===== src/rtl/tmr8_pkg.sv =====
package tmr8_pkg;
  localparam int unsigned REG_W     = 8;
  localparam int unsigned ADDR_W    = 3;
  localparam int unsigned NUM_TAPS  = 7;
  localparam int unsigned CKS_W     = $clog2(NUM_TAPS + 1);
  localparam int unsigned NUM_FLAGS = 3;
  localparam int unsigned FLAG_LSB  = 5;

  localparam int unsigned FLG_OVF  = 0;
  localparam int unsigned FLG_CMPA = 1;
  localparam int unsigned FLG_CMPB = 2;

  localparam logic [ADDR_W-1:0] ADR_CTRL = 3'd0;
  localparam logic [ADDR_W-1:0] ADR_STAT = 3'd1;
  localparam logic [ADDR_W-1:0] ADR_CMPA = 3'd2;
  localparam logic [ADDR_W-1:0] ADR_CMPB = 3'd3;
  localparam logic [ADDR_W-1:0] ADR_CNT  = 3'd4;

  typedef enum logic [1:0] {
    CLR_NONE = 2'b00,
    CLR_CMPA = 2'b01,
    CLR_CMPB = 2'b10,
    CLR_EXT  = 2'b11
  } clr_sel_e;

  typedef enum logic [1:0] {
    OUT_KEEP = 2'b00,
    OUT_LOW  = 2'b01,
    OUT_HIGH = 2'b10,
    OUT_FLIP = 2'b11
  } out_sel_e;

  typedef struct packed {
    logic             ie_b;
    logic             ie_a;
    logic             ie_ovf;
    clr_sel_e         clr_sel;
    logic [CKS_W-1:0] clk_sel;
  } ctrl_t;
endpackage


===== src/rtl/tmr8_counter.sv =====
module tmr8_counter
  import tmr8_pkg::*;
(
  input  logic                clk_i,
  input  logic                rst_ni,
  input  logic                standby_i,
  input  logic [NUM_TAPS-1:0] tick_i,
  input  logic [CKS_W-1:0]    clk_sel_i,
  input  clr_sel_e            clr_sel_i,
  input  logic [REG_W-1:0]    cmp_a_i,
  input  logic [REG_W-1:0]    cmp_b_i,
  input  logic                ext_clr_i,
  input  logic                wr_en_i,
  input  logic [REG_W-1:0]    wr_data_i,
  output logic [REG_W-1:0]    cnt_o,
  output logic                adv_o,
  output logic                match_a_o,
  output logic                match_b_o,
  output logic                ovf_o
);
  logic [NUM_TAPS:0] taps;
  logic [REG_W-1:0]  cnt_q;
  logic              ext_q;
  logic              ext_rise;
  logic              clr;

  // tap 0 is tied low: select 0 stops the counter
  assign taps      = {tick_i, 1'b0};
  assign adv_o     = taps[clk_sel_i] & ~standby_i;
  assign match_a_o = adv_o & (cnt_q == cmp_a_i);
  assign match_b_o = adv_o & (cnt_q == cmp_b_i);
  assign ovf_o     = adv_o & (cnt_q == {REG_W{1'b1}});
  assign ext_rise  = ext_clr_i & ~ext_q;

  always_comb begin
    unique case (clr_sel_i)
      CLR_CMPA: clr = match_a_o;
      CLR_CMPB: clr = match_b_o;
      CLR_EXT:  clr = ext_rise;
      default:  clr = 1'b0;
    endcase
  end

  always_ff @(posedge clk_i or negedge rst_ni) begin
    if (!rst_ni) begin
      cnt_q <= '0;
      ext_q <= 1'b0;
    end else begin
      ext_q <= ext_clr_i;
      if (standby_i)    cnt_q <= '0;
      else if (wr_en_i) cnt_q <= wr_data_i;
      else if (clr)     cnt_q <= '0;
      else if (adv_o)   cnt_q <= cnt_q + 1'b1;
    end
  end

  assign cnt_o = cnt_q;
endmodule


===== src/rtl/tmr8_regs.sv =====
module tmr8_regs
  import tmr8_pkg::*;
(
  input  logic                 clk_i,
  input  logic                 rst_ni,
  input  logic                 standby_i,
  input  logic                 bus_sel_i,
  input  logic                 bus_wr_i,
  input  logic [ADDR_W-1:0]    bus_addr_i,
  input  logic [REG_W-1:0]     bus_wdata_i,
  output logic [REG_W-1:0]     bus_rdata_o,
  input  logic [REG_W-1:0]     cnt_i,
  input  logic [NUM_FLAGS-1:0] evt_i,
  output ctrl_t                ctrl_o,
  output logic [REG_W-1:0]     cmp_a_o,
  output logic [REG_W-1:0]     cmp_b_o,
  output out_sel_e             os_a_o,
  output out_sel_e             os_b_o,
  output logic [NUM_FLAGS-1:0] flag_o,
  output logic [NUM_FLAGS-1:0] irq_o,
  output logic                 cnt_we_o
);
  logic                 wr_stb;
  logic                 rd_stb;
  logic                 stat_wr;
  logic                 stat_rd;
  logic [NUM_FLAGS-1:0] flag_q;
  logic [NUM_FLAGS-1:0] arm_q;
  logic [NUM_FLAGS-1:0] irq_en;

  assign wr_stb   = bus_sel_i & bus_wr_i & ~standby_i;
  assign rd_stb   = bus_sel_i & ~bus_wr_i;
  assign stat_wr  = wr_stb & (bus_addr_i == ADR_STAT);
  assign stat_rd  = rd_stb & (bus_addr_i == ADR_STAT);
  assign cnt_we_o = wr_stb & (bus_addr_i == ADR_CNT);

  always_ff @(posedge clk_i or negedge rst_ni) begin
    if (!rst_ni) begin
      ctrl_o  <= '0;
      cmp_a_o <= '1;
      cmp_b_o <= '1;
      os_a_o  <= OUT_KEEP;
      os_b_o  <= OUT_KEEP;
    end else if (standby_i) begin
      ctrl_o  <= '0;
      cmp_a_o <= '1;
      cmp_b_o <= '1;
      os_a_o  <= OUT_KEEP;
      os_b_o  <= OUT_KEEP;
    end else if (wr_stb) begin
      unique case (bus_addr_i)
        ADR_CTRL: ctrl_o  <= ctrl_t'(bus_wdata_i);
        ADR_STAT: begin
          os_a_o <= out_sel_e'(bus_wdata_i[1:0]);
          os_b_o <= out_sel_e'(bus_wdata_i[3:2]);
        end
        ADR_CMPA: cmp_a_o <= bus_wdata_i;
        ADR_CMPB: cmp_b_o <= bus_wdata_i;
        default: ;
      endcase
    end
  end

  // read-1-then-write-0 clear; hardware set takes precedence
  for (genvar i = 0; i < NUM_FLAGS; i++) begin : g_flag
    always_ff @(posedge clk_i or negedge rst_ni) begin
      if (!rst_ni) begin
        flag_q[i] <= 1'b0;
        arm_q[i]  <= 1'b0;
      end else if (standby_i) begin
        flag_q[i] <= 1'b0;
        arm_q[i]  <= 1'b0;
      end else begin
        if (stat_rd && flag_q[i]) arm_q[i] <= 1'b1;
        if (stat_wr)              arm_q[i] <= 1'b0;
        if (evt_i[i])
          flag_q[i] <= 1'b1;
        else if (stat_wr && arm_q[i] && !bus_wdata_i[FLAG_LSB+i])
          flag_q[i] <= 1'b0;
      end
    end
  end

  assign irq_en = {ctrl_o.ie_b, ctrl_o.ie_a, ctrl_o.ie_ovf};
  assign irq_o  = flag_q & irq_en;
  assign flag_o = flag_q;

  always_comb begin
    bus_rdata_o = '0;
    if (rd_stb) begin
      unique case (bus_addr_i)
        ADR_CTRL: bus_rdata_o = ctrl_o;
        ADR_STAT: bus_rdata_o = {flag_q, 1'b0, os_b_o, os_a_o};
        ADR_CMPA: bus_rdata_o = cmp_a_o;
        ADR_CMPB: bus_rdata_o = cmp_b_o;
        ADR_CNT:  bus_rdata_o = cnt_i;
        default:  bus_rdata_o = '0;
      endcase
    end
  end
endmodule


===== src/rtl/tmr8_wave.sv =====
module tmr8_wave
  import tmr8_pkg::*;
(
  input  logic     clk_i,
  input  logic     rst_ni,
  input  logic     standby_i,
  input  logic     match_a_i,
  input  logic     match_b_i,
  input  out_sel_e os_a_i,
  input  out_sel_e os_b_i,
  output logic     wave_o
);
  out_sel_e act;
  logic     wave_q;

  // A wins when both match
  always_comb begin
    if (match_a_i)      act = os_a_i;
    else if (match_b_i) act = os_b_i;
    else                act = OUT_KEEP;
  end

  always_ff @(posedge clk_i or negedge rst_ni) begin
    if (!rst_ni) begin
      wave_q <= 1'b0;
    end else if (standby_i) begin
      wave_q <= 1'b0;
    end else begin
      unique case (act)
        OUT_LOW:  wave_q <= 1'b0;
        OUT_HIGH: wave_q <= 1'b1;
        OUT_FLIP: wave_q <= ~wave_q;
        default:  wave_q <= wave_q;
      endcase
    end
  end

  assign wave_o = wave_q;
endmodule


===== src/rtl/tmr8_top.sv =====
module tmr8_top
  import tmr8_pkg::*;
(
  input  logic                clk_i,
  input  logic                rst_ni,
  input  logic                standby_i,
  input  logic [NUM_TAPS-1:0] tick_i,
  input  logic                ext_clr_i,
  input  logic                bus_sel_i,
  input  logic                bus_wr_i,
  input  logic [ADDR_W-1:0]   bus_addr_i,
  input  logic [REG_W-1:0]    bus_wdata_i,
  output logic [REG_W-1:0]    bus_rdata_o,
  output logic                irq_cmpa_o,
  output logic                irq_cmpb_o,
  output logic                irq_ovf_o,
  output logic                wave_o
);
  ctrl_t                ctrl;
  logic [REG_W-1:0]     cmp_a;
  logic [REG_W-1:0]     cmp_b;
  logic [REG_W-1:0]     cnt;
  out_sel_e             os_a;
  out_sel_e             os_b;
  logic                 adv;
  logic                 match_a;
  logic                 match_b;
  logic                 ovf;
  logic                 cnt_we;
  logic [NUM_FLAGS-1:0] evt;
  logic [NUM_FLAGS-1:0] flags;
  logic [NUM_FLAGS-1:0] irq;

  assign evt = {match_b, match_a, ovf};

  tmr8_counter u_cnt (
    .clk_i     (clk_i),
    .rst_ni    (rst_ni),
    .standby_i (standby_i),
    .tick_i    (tick_i),
    .clk_sel_i (ctrl.clk_sel),
    .clr_sel_i (ctrl.clr_sel),
    .cmp_a_i   (cmp_a),
    .cmp_b_i   (cmp_b),
    .ext_clr_i (ext_clr_i),
    .wr_en_i   (cnt_we),
    .wr_data_i (bus_wdata_i),
    .cnt_o     (cnt),
    .adv_o     (adv),
    .match_a_o (match_a),
    .match_b_o (match_b),
    .ovf_o     (ovf)
  );

  tmr8_regs u_regs (
    .clk_i       (clk_i),
    .rst_ni      (rst_ni),
    .standby_i   (standby_i),
    .bus_sel_i   (bus_sel_i),
    .bus_wr_i    (bus_wr_i),
    .bus_addr_i  (bus_addr_i),
    .bus_wdata_i (bus_wdata_i),
    .bus_rdata_o (bus_rdata_o),
    .cnt_i       (cnt),
    .evt_i       (evt),
    .ctrl_o      (ctrl),
    .cmp_a_o     (cmp_a),
    .cmp_b_o     (cmp_b),
    .os_a_o      (os_a),
    .os_b_o      (os_b),
    .flag_o      (flags),
    .irq_o       (irq),
    .cnt_we_o    (cnt_we)
  );

  tmr8_wave u_wave (
    .clk_i     (clk_i),
    .rst_ni    (rst_ni),
    .standby_i (standby_i),
    .match_a_i (match_a),
    .match_b_i (match_b),
    .os_a_i    (os_a),
    .os_b_i    (os_b),
    .wave_o    (wave_o)
  );

  assign irq_ovf_o  = irq[FLG_OVF];
  assign irq_cmpa_o = irq[FLG_CMPA];
  assign irq_cmpb_o = irq[FLG_CMPB];
endmodule


===== config.mk =====
export PLATFORM = sky130hd
export DESIGN_NAME = tmr8_top
export DESIGN_NICKNAME = d
export VERILOG_FILES = /design/src/rtl/tmr8_pkg.sv /design/src/rtl/tmr8_counter.sv /design/src/rtl/tmr8_regs.sv /design/src/rtl/tmr8_wave.sv /design/src/rtl/tmr8_top.sv
export SDC_FILE = /design/constraint.sdc
export NUM_CORES = 1
export LEC_CHECK = 0
export BUFFER_PORTS_ARGS = -buffer_cell sky130_fd_sc_hd__buf_2
export CAP_MARGIN = 20
export CORE_ASPECT_RATIO = 1.2
export CORE_MARGIN = 1
export CORE_UTILIZATION = 58
export CTS_CLUSTER_SIZE = 8
export DETAILED_ROUTE_END_ITERATION = 10
export PLACE_DENSITY_LB_ADDON = 0.1
export SLEW_MARGIN = 25
export SYNTH_ARGS = -nofsm -noshare
export SYNTH_HDL_FRONTEND = slang
export SYNTH_SLANG_ARGS = --single-unit

===== constraint.sdc =====
create_clock -name clk_i -period 2.9 [get_ports clk_i]
set_input_delay 0 -clock clk_i [delete_from_list [all_inputs] [get_ports clk_i]]
set_output_delay 0 -clock clk_i [all_outputs]
set_load 0.02 [all_outputs]

==> results.py, run 1 <==
metrics = {
    "timing": {
        "timing.fmax_mhz": 404.1,
        "finalSetupViolations": 0,
        "min_period_ns": 2.474,
        "fin_tns_setup_ns": 0,
        "maxSlewViolCount": 0,
        "slew_headroom_pct": 44.94,
        "finalHoldViolations": 0,
        "worst_pin_slew_ns": 0.8215,
        "rsz0062_at_grt": "false",
        "fin_crit_sh_pct": 85.32,
        "hold_ws_ns": 0.1716,
        "fin_skew_ns": 0.01553,
    },
    "route": {
        "drt-initial-drc-count": 263,
        "drc": 0,
        "wl_per_cell_um": 18.04,
        "ant_nets": 0,
        "via_count": 2294,
        "routed_via_density": 6.021,
        "drt-pass1-iter-count": 4,
        "routed_wl_mm": 6.872,
    },
    "logic_synthesis": {
        "synth_most_common_cell": "nor2_1",
        "synth-seq-area-share_pct": 41.10,
        "synth-edff-count": 0,
        "syn_inst": 291,
        "synth.area.top_cells": "dfrtp_1 26%, dfstp_2 15%, mux2i_1 9.2%",
        "synth_cell_types": 46,
        "synth.largest_area_cell": "dfrtp_1",
        "synth-main-ff-cell": "dfrtp_1",
        "ys_ff_latch": 44,
        "synth_fp_nets": 318,
        "async_reset_ff_share_pct": 100.0,
        "syn_avg_cell_area_um2": 9.373,
        "syn_area_um2": 2728,
        "yosys_warnings": 0,
        "synthTopCellsByCount": "32 x nor2_1, 28 x dfrtp_1, 25 x mux2i_1, 23 x nand2_1, 21 x a21oi_1",
        "netlist.area_leader.share_pct": 25.69,
    },
    "die": {
        "dieHeight_um": 77.12,
        "initial_core_util_pct": 62.11,
        "io_pins": 36,
        "die_w_um": 64.60,
        "core_um2": 4392,
        "rows": 26,
        "fp.dieArea_um2": 4982,
    },
    "placed_design": {
        "port_buffers": 35,
        "hpwl_mm": 4.756,
        "dpl_cell_area_um2": 2887,
        "gp_congestion": 0.9283,
    },
    "clock_tree": {
        "cts_root_buffer": "clkbuf_8",
        "cts_tree": "yes",
        "cts_made_buffers": 5,
        "clock_tree.buffer_depth": 2,
        "cts_resized": 0,
        "postCtsSetupBuffers": 0,
        "cts_sinks": 44,
        "htree_levels": 2,
        "insertion_delay_ns": 0.30,
        "clk_pin_slew_worst_paths_ns": 0.09,
    },
    "min_path": {
        "min_from": "bus_addr_i[1]",
        "worstHoldPathType": "input port to register",
        "holdPathEnd": "u_regs.cmp_b_o[7]",
        "hold_depth": 3,
    },
    "worst_setup_path": {
        "crit_required_ns": 3.05,
        "critical_path_class": "register to register",
        "path_cells": "mux2i_1 -> mux4_2 -> or2_0 -> nor2_1 -> ha_1 -> nor3_1 -> nor3_1",
        "slowest_stage": "mux4_2",
        "critPathMaxStageDelay_ns": 0.62,
        "arrival_ns": 2.63,
        "critical_path.startpoint": "u_regs.ctrl_o[0]",
        "reg2reg_depth": 7,
        "regToRegStartpoint": "u_regs.ctrl_o[0]",
        "endpoint_kind": "register",
        "start_kind": "register",
        "rr_endpoint": "u_wave.wave_o",
        "path_max_fanout": 9,
        "path_common_cell": "nor3_1",
        "reg2reg_setup_slack_ns": 0.43,
    },
    "power": {
        "p_per_area_nw_per_um2": 385.5,
        "peakVddDrop_uv": 330.6,
        "leakagePower_uw": 0.001248,
    },
    "grt": {
        "grt_util_all_layers_pct": 30.56,
        "grt.overflow.total": 0,
        "antenna_found_initial": 0,
        "grt_pass1_wl_mm": 11.55,
        "grt_max_degree": 45,
        "grt_pass1_vias": 2309,
    },
    "cells_and_area": {
        "fill_cells": 363,
        "area_growth_pct": 13.03,
        "fin_area_um2": 3083,
        "num_antenna_cells": 0,
        "drive_gt1_share_pct": 21.54,
        "nets": 351,
        "postLayoutCoreUtil_pct": 70.20,
    },
    "status": {
        "status": "completed",
    },
    "job": {
        "maxCapViolCount": 0,
    },
}
[routing by layer]
| metal | vias to the layer above | wire length [um] | global-route usage (%) |
|---|---|---|---|
| met5 | - | 0 | 0 |
| met1 | 1120 | 2934 | 40.77 |
| met3 | 8 | 351 | 5.357 |
| met2 | 76 | 3479 | 49.68 |
| met4 | 0 | 107 | 10.22 |
| li1 | 1090 | - | - |
[worst max-delay path, delay by kind of cell (launching register included)]
kind | cells | cell delay [ns]
multiplexers | 2 | 0.76
adder cells (fa/ha/maj) | 1 | 0.27
flip-flops | 1 | 0.46
AND/OR/NAND/NOR | 4 | 0.84
[logic make-up (layout without fill, tap and decap cells)]
group                    after synthesis  after routing  share of synthesized area [%]
AO/OA/AOI/OAI                         53             53                          12.62
XOR/XNOR                              23             23                          7.386
adder cells (fa/ha/maj)                3              3                          1.376
buffers and inverters                 22             56                          3.716
flip-flops                            44             44                          41.10
multiplexers                          27             27                          10.41
AND/OR/NAND/NOR                      119            119                          23.40
[cell usage in the layout, fill, tap and decap left out, types with 2 or more instances in the layout]
master and count:
a211o_1 8, a21oi_1 21, a22oi_1 8, a31oi_1 2, and2_1 4, buf_2 34
buf_4 2, clkbuf_8 6, dfrtp_1 28, dfstp_2 16, dlygate4sd3_1 10, ha_1 3
inv_1 2, mux2i_1 25, nand2_1 23, nand3_1 11, nand3b_1 11, nand4_1 5
nor2_1 32, nor2b_1 10, nor3_1 9, nor3_2 2, o211ai_1 3, o21ai_0 2
o21ai_1 3, o21ai_2 2, xnor2_1 20, xor2_1 3
[state kept, by name, indices dropped and copies added, names as in the netlist]
signal          cells
u_regs.os_b_o       2
u_cnt.cnt_o         8
u_regs.cmp_a_o      8
u_regs.ctrl_o       8
u_cnt.ext_q         1
u_regs.cmp_b_o      8
u_regs.flag_o       3
u_regs.arm_q        3
u_regs.os_a_o       2
u_wave.wave_o       1
[how the worst max path moves through the flow]
stage | endpoint | slack [ns] | depth (start not counted)
2_1_floorplan | u_wave.wave_o | 0.64 | 11
3_3_place_gp | u_wave.wave_o | 0.55 | 7
3_5_place_dp | u_wave.wave_o | 0.45 | 7
4_1_cts | u_wave.wave_o | 0.42 | 7
5_1_grt | u_wave.wave_o | 0.25 | 8
6_report | u_wave.wave_o | 0.43 | 7
[through the flow]
step	instances	setup WS, ns	power (uW)
2_1_floorplan	291	0.6393	726.2
3_3_place_gp	363	0.5464	780.7
3_5_place_dp	363	0.4538	782.5
4_1_cts	380	0.4201	1194
5_1_grt	381	0.2484	1233
6_report	381	0.4256	1189
[repair_timing]
action,4_1_cts,5_1_grt
hold buffers,9,1
setup endpoints to repair,0,0
endpoints found under the hold margin,40,1
[report_power, final]
| part | internal, uW | switching (uW) | total [uW] | leakage (uW) |
|---|---|---|---|---|
| Clock | 194 | 212 | 406 | 0.0000445 |
| Sequential | 627 | 11.4 | 638 | 0.000556 |
| Combinational | 57.2 | 87.0 | 144 | 0.000647 |
[cell type report]
type / instances / area [um^2] / area share (%)
repair buffers: 46 / 285.3 / 9.253
clock buffers: 7 / 86.33 / 2.800
flip-flops and latches: 44 / 1121 / 36.36
inverters: 2 / 7.507 / 0.2435
well taps: 56 / 70.07 / 2.273
clock inverters: 1 / 7.507 / 0.2435
multi-input cells: 225 / 1505 / 48.82
Note: power is estimated with default switching activity, not from simulation.
==> inputs of run 2 (changes only) <==
BUFFER_PORTS_ARGS = default   (was -buffer_cell sky130_fd_sc_hd__buf_2)
DONT_BUFFER_PORTS = 1   (was default)
==> results.py, run 2 (synthesis results as in run 1) <==
metrics = {
    "die": {
        "rows": 26,
        "dieHeight_um": 77.12,
        "die_w_um": 64.60,
        "initial_core_util_pct": 62.11,
        "fp.dieArea_um2": 4982,
        "io_pins": 36,
        "core_um2": 4392,
    },
    "worst_setup_path": {
        "start_kind": "register",
        "path_max_fanout": 9,
        "critical_path.startpoint": "u_regs.ctrl_o[0]",
        "crit_required_ns": 3.10,
        "reg2reg_depth": 6,
        "regToRegStartpoint": "u_regs.ctrl_o[0]",
        "critical_path_class": "register to register",
        "arrival_ns": 2.75,
        "reg2reg_setup_slack_ns": 0.35,
        "endpoint_kind": "register",
        "rr_endpoint": "u_cnt.cnt_o[4]",
    },
    "power": {
        "peakVddDrop_uv": 305.8,
        "p_per_area_nw_per_um2": 407.4,
        "p_int_uw": 936.4,
        "leakagePower_uw": 0.001168,
        "p_clk_share_pct": 37.9,
        "p_comb_share_pct": 10.6,
        "swShare_pct": 24.37,
        "power_frac_seq_pct": 51.5,
        "p_switching_uw": 301.7,
    },
    "clock_tree": {
        "cts_tree": "yes",
        "cts_root_buffer": "clkbuf_8",
        "cts_sinks": 44,
        "clk_pin_slew_worst_paths_ns": 0.09,
        "insertion_delay_ns": 0.31,
        "cts_resized": 0,
        "htree_levels": 2,
        "clock_tree.buffer_depth": 2,
        "cts_made_buffers": 5,
    },
    "min_path": {
        "hold_depth": 3,
        "worstHoldPathType": "input port to register",
        "holdPathEnd": "u_regs.ctrl_o[5]",
        "min_from": "bus_addr_i[2]",
    },
    "route": {
        "drt-pass1-iter-count": 4,
        "routed_via_density": 6.237,
        "drt-initial-drc-count": 223,
        "routed_wl_mm": 6.759,
        "drc": 0,
        "via_count": 2214,
        "ant_nets": 0,
        "wl_per_cell_um": 19.04,
    },
    "timing": {
        "fin_tns_setup_ns": 0,
        "finalSetupViolations": 0,
        "fin_skew_ns": 0.01008,
        "finalHoldViolations": 0,
        "fin_crit_sh_pct": 88.09,
        "timing.fmax_mhz": 391.5,
        "worst_pin_slew_ns": 0.9245,
        "min_period_ns": 2.555,
        "maxSlewViolCount": 0,
        "hold_ws_ns": 0.009755,
        "slew_headroom_pct": 38.03,
        "rsz0062_at_grt": "false",
    },
    "grt": {
        "grt_util_all_layers_pct": 30.42,
        "grt.overflow.total": 0,
        "antenna_found_initial": 0,
        "grt_pass1_vias": 2179,
        "grt_pass1_wl_mm": 11.23,
        "grt_max_degree": 45,
    },
    "cells_and_area": {
        "most-common-layout-cells": "32 x nor2_1, 28 x dfrtp_1, 25 x mux2i_1",
        "layout_commonest_cell": "nor2_1",
        "fill_cells": 360,
        "num_antenna_cells": 0,
        "drive_gt1_share_pct": 12.04,
        "area_growth_pct": 11.42,
        "fin_area_um2": 3039,
        "nets": 325,
    },
    "placed_design": {
        "port_buffers": 0,
        "dpl_cell_area_um2": 2704,
        "gp_congestion": 0.9182,
        "hpwl_mm": 4.591,
    },
    "job": {
        "maxCapViolCount": 0,
    },
    "status": {
        "status": "completed",
    },
}
run 2: cell count changes in the layout (fill, tap and decap cells not counted), sizes merged:
| cell | change |
|---|---|
| buf | -34 |
| dlygate4sd3 | +8 |
| bufinv | +1 |
| clkbuf | -1 |
| clkinv | +1 |
| clkinvlp | -1 |
run 2: cell type report:
type                       count  area, um^2  area share (%)
clock buffer                   6       72.57           2.388
clock inverter                 2       35.03           1.153
inverter                       2       7.507          0.2470
multi-input combinational    225        1505           49.53
sequential                    44        1121           36.89
tap                           56       70.07           2.305
timing repair buffer          20       227.7           7.493
run 2: worst max path at each step:
stage	slack, ns	endpoint	depth (start not counted)
after global placement	0.57	u_wave.wave_o	8
after floorplan	0.64	u_wave.wave_o	11
after detailed placement	0.48	u_wave.wave_o	8
after global routing	0.24	u_cnt.cnt_o[4]	6
after CTS	0.35	u_cnt.cnt_o[4]	6
final	0.35	u_cnt.cnt_o[4]	6
run 2: per-stage QoR:
stage / utilization, % / setup WS (ns) / power [uW] / cells
after global placement: 61.57 / 0.5659 / 724.7 / 327
after global routing: 69.20 / 0.2402 / 1290 / 355
after CTS: 69.20 / 0.3481 / 1249 / 355
after detailed placement: 61.57 / 0.4750 / 725.5 / 327
final: 69.20 / 0.3455 / 1238 / 355
after floorplan: - / 0.6393 / 726.2 / 291
run 2: worst max-delay path, cell delays in order, from the launching register on:
cell	delay, ns
dfrtp_1	0.46
mux2i_1	0.14
mux4_2	0.62
or2_0	0.35
o211ai_1	0.24
a21oi_1	0.09
dlygate4sd3_1	0.55
run 2: power by group through the flow:
stage | logic (uW) | registers [uW] | clock network, uW
finish | 131 | 638 | 469
floorplan | 83.1 | 643 | 0
CTS | 131 | 638 | 480
global route | 143 | 640 | 508
global placement | 75.4 | 649 | 0
detailed placement | 76.1 | 649 | 0
run 2: timing repair:
item,4_1_cts,5_1_grt
endpoints found under the hold margin,88,0
hold buffers,20,0
setup endpoints to repair,0,0
setup buffers,0,0
run 2: layer usage:
layer  up-vias  routed length [um]  track usage, %
met1      1082                2891           41.67
met5         -                   0               0
met2        76                3314           46.84
met4         0                 156           11.33
li1       1043                   -               -
met3        13                 397           6.548
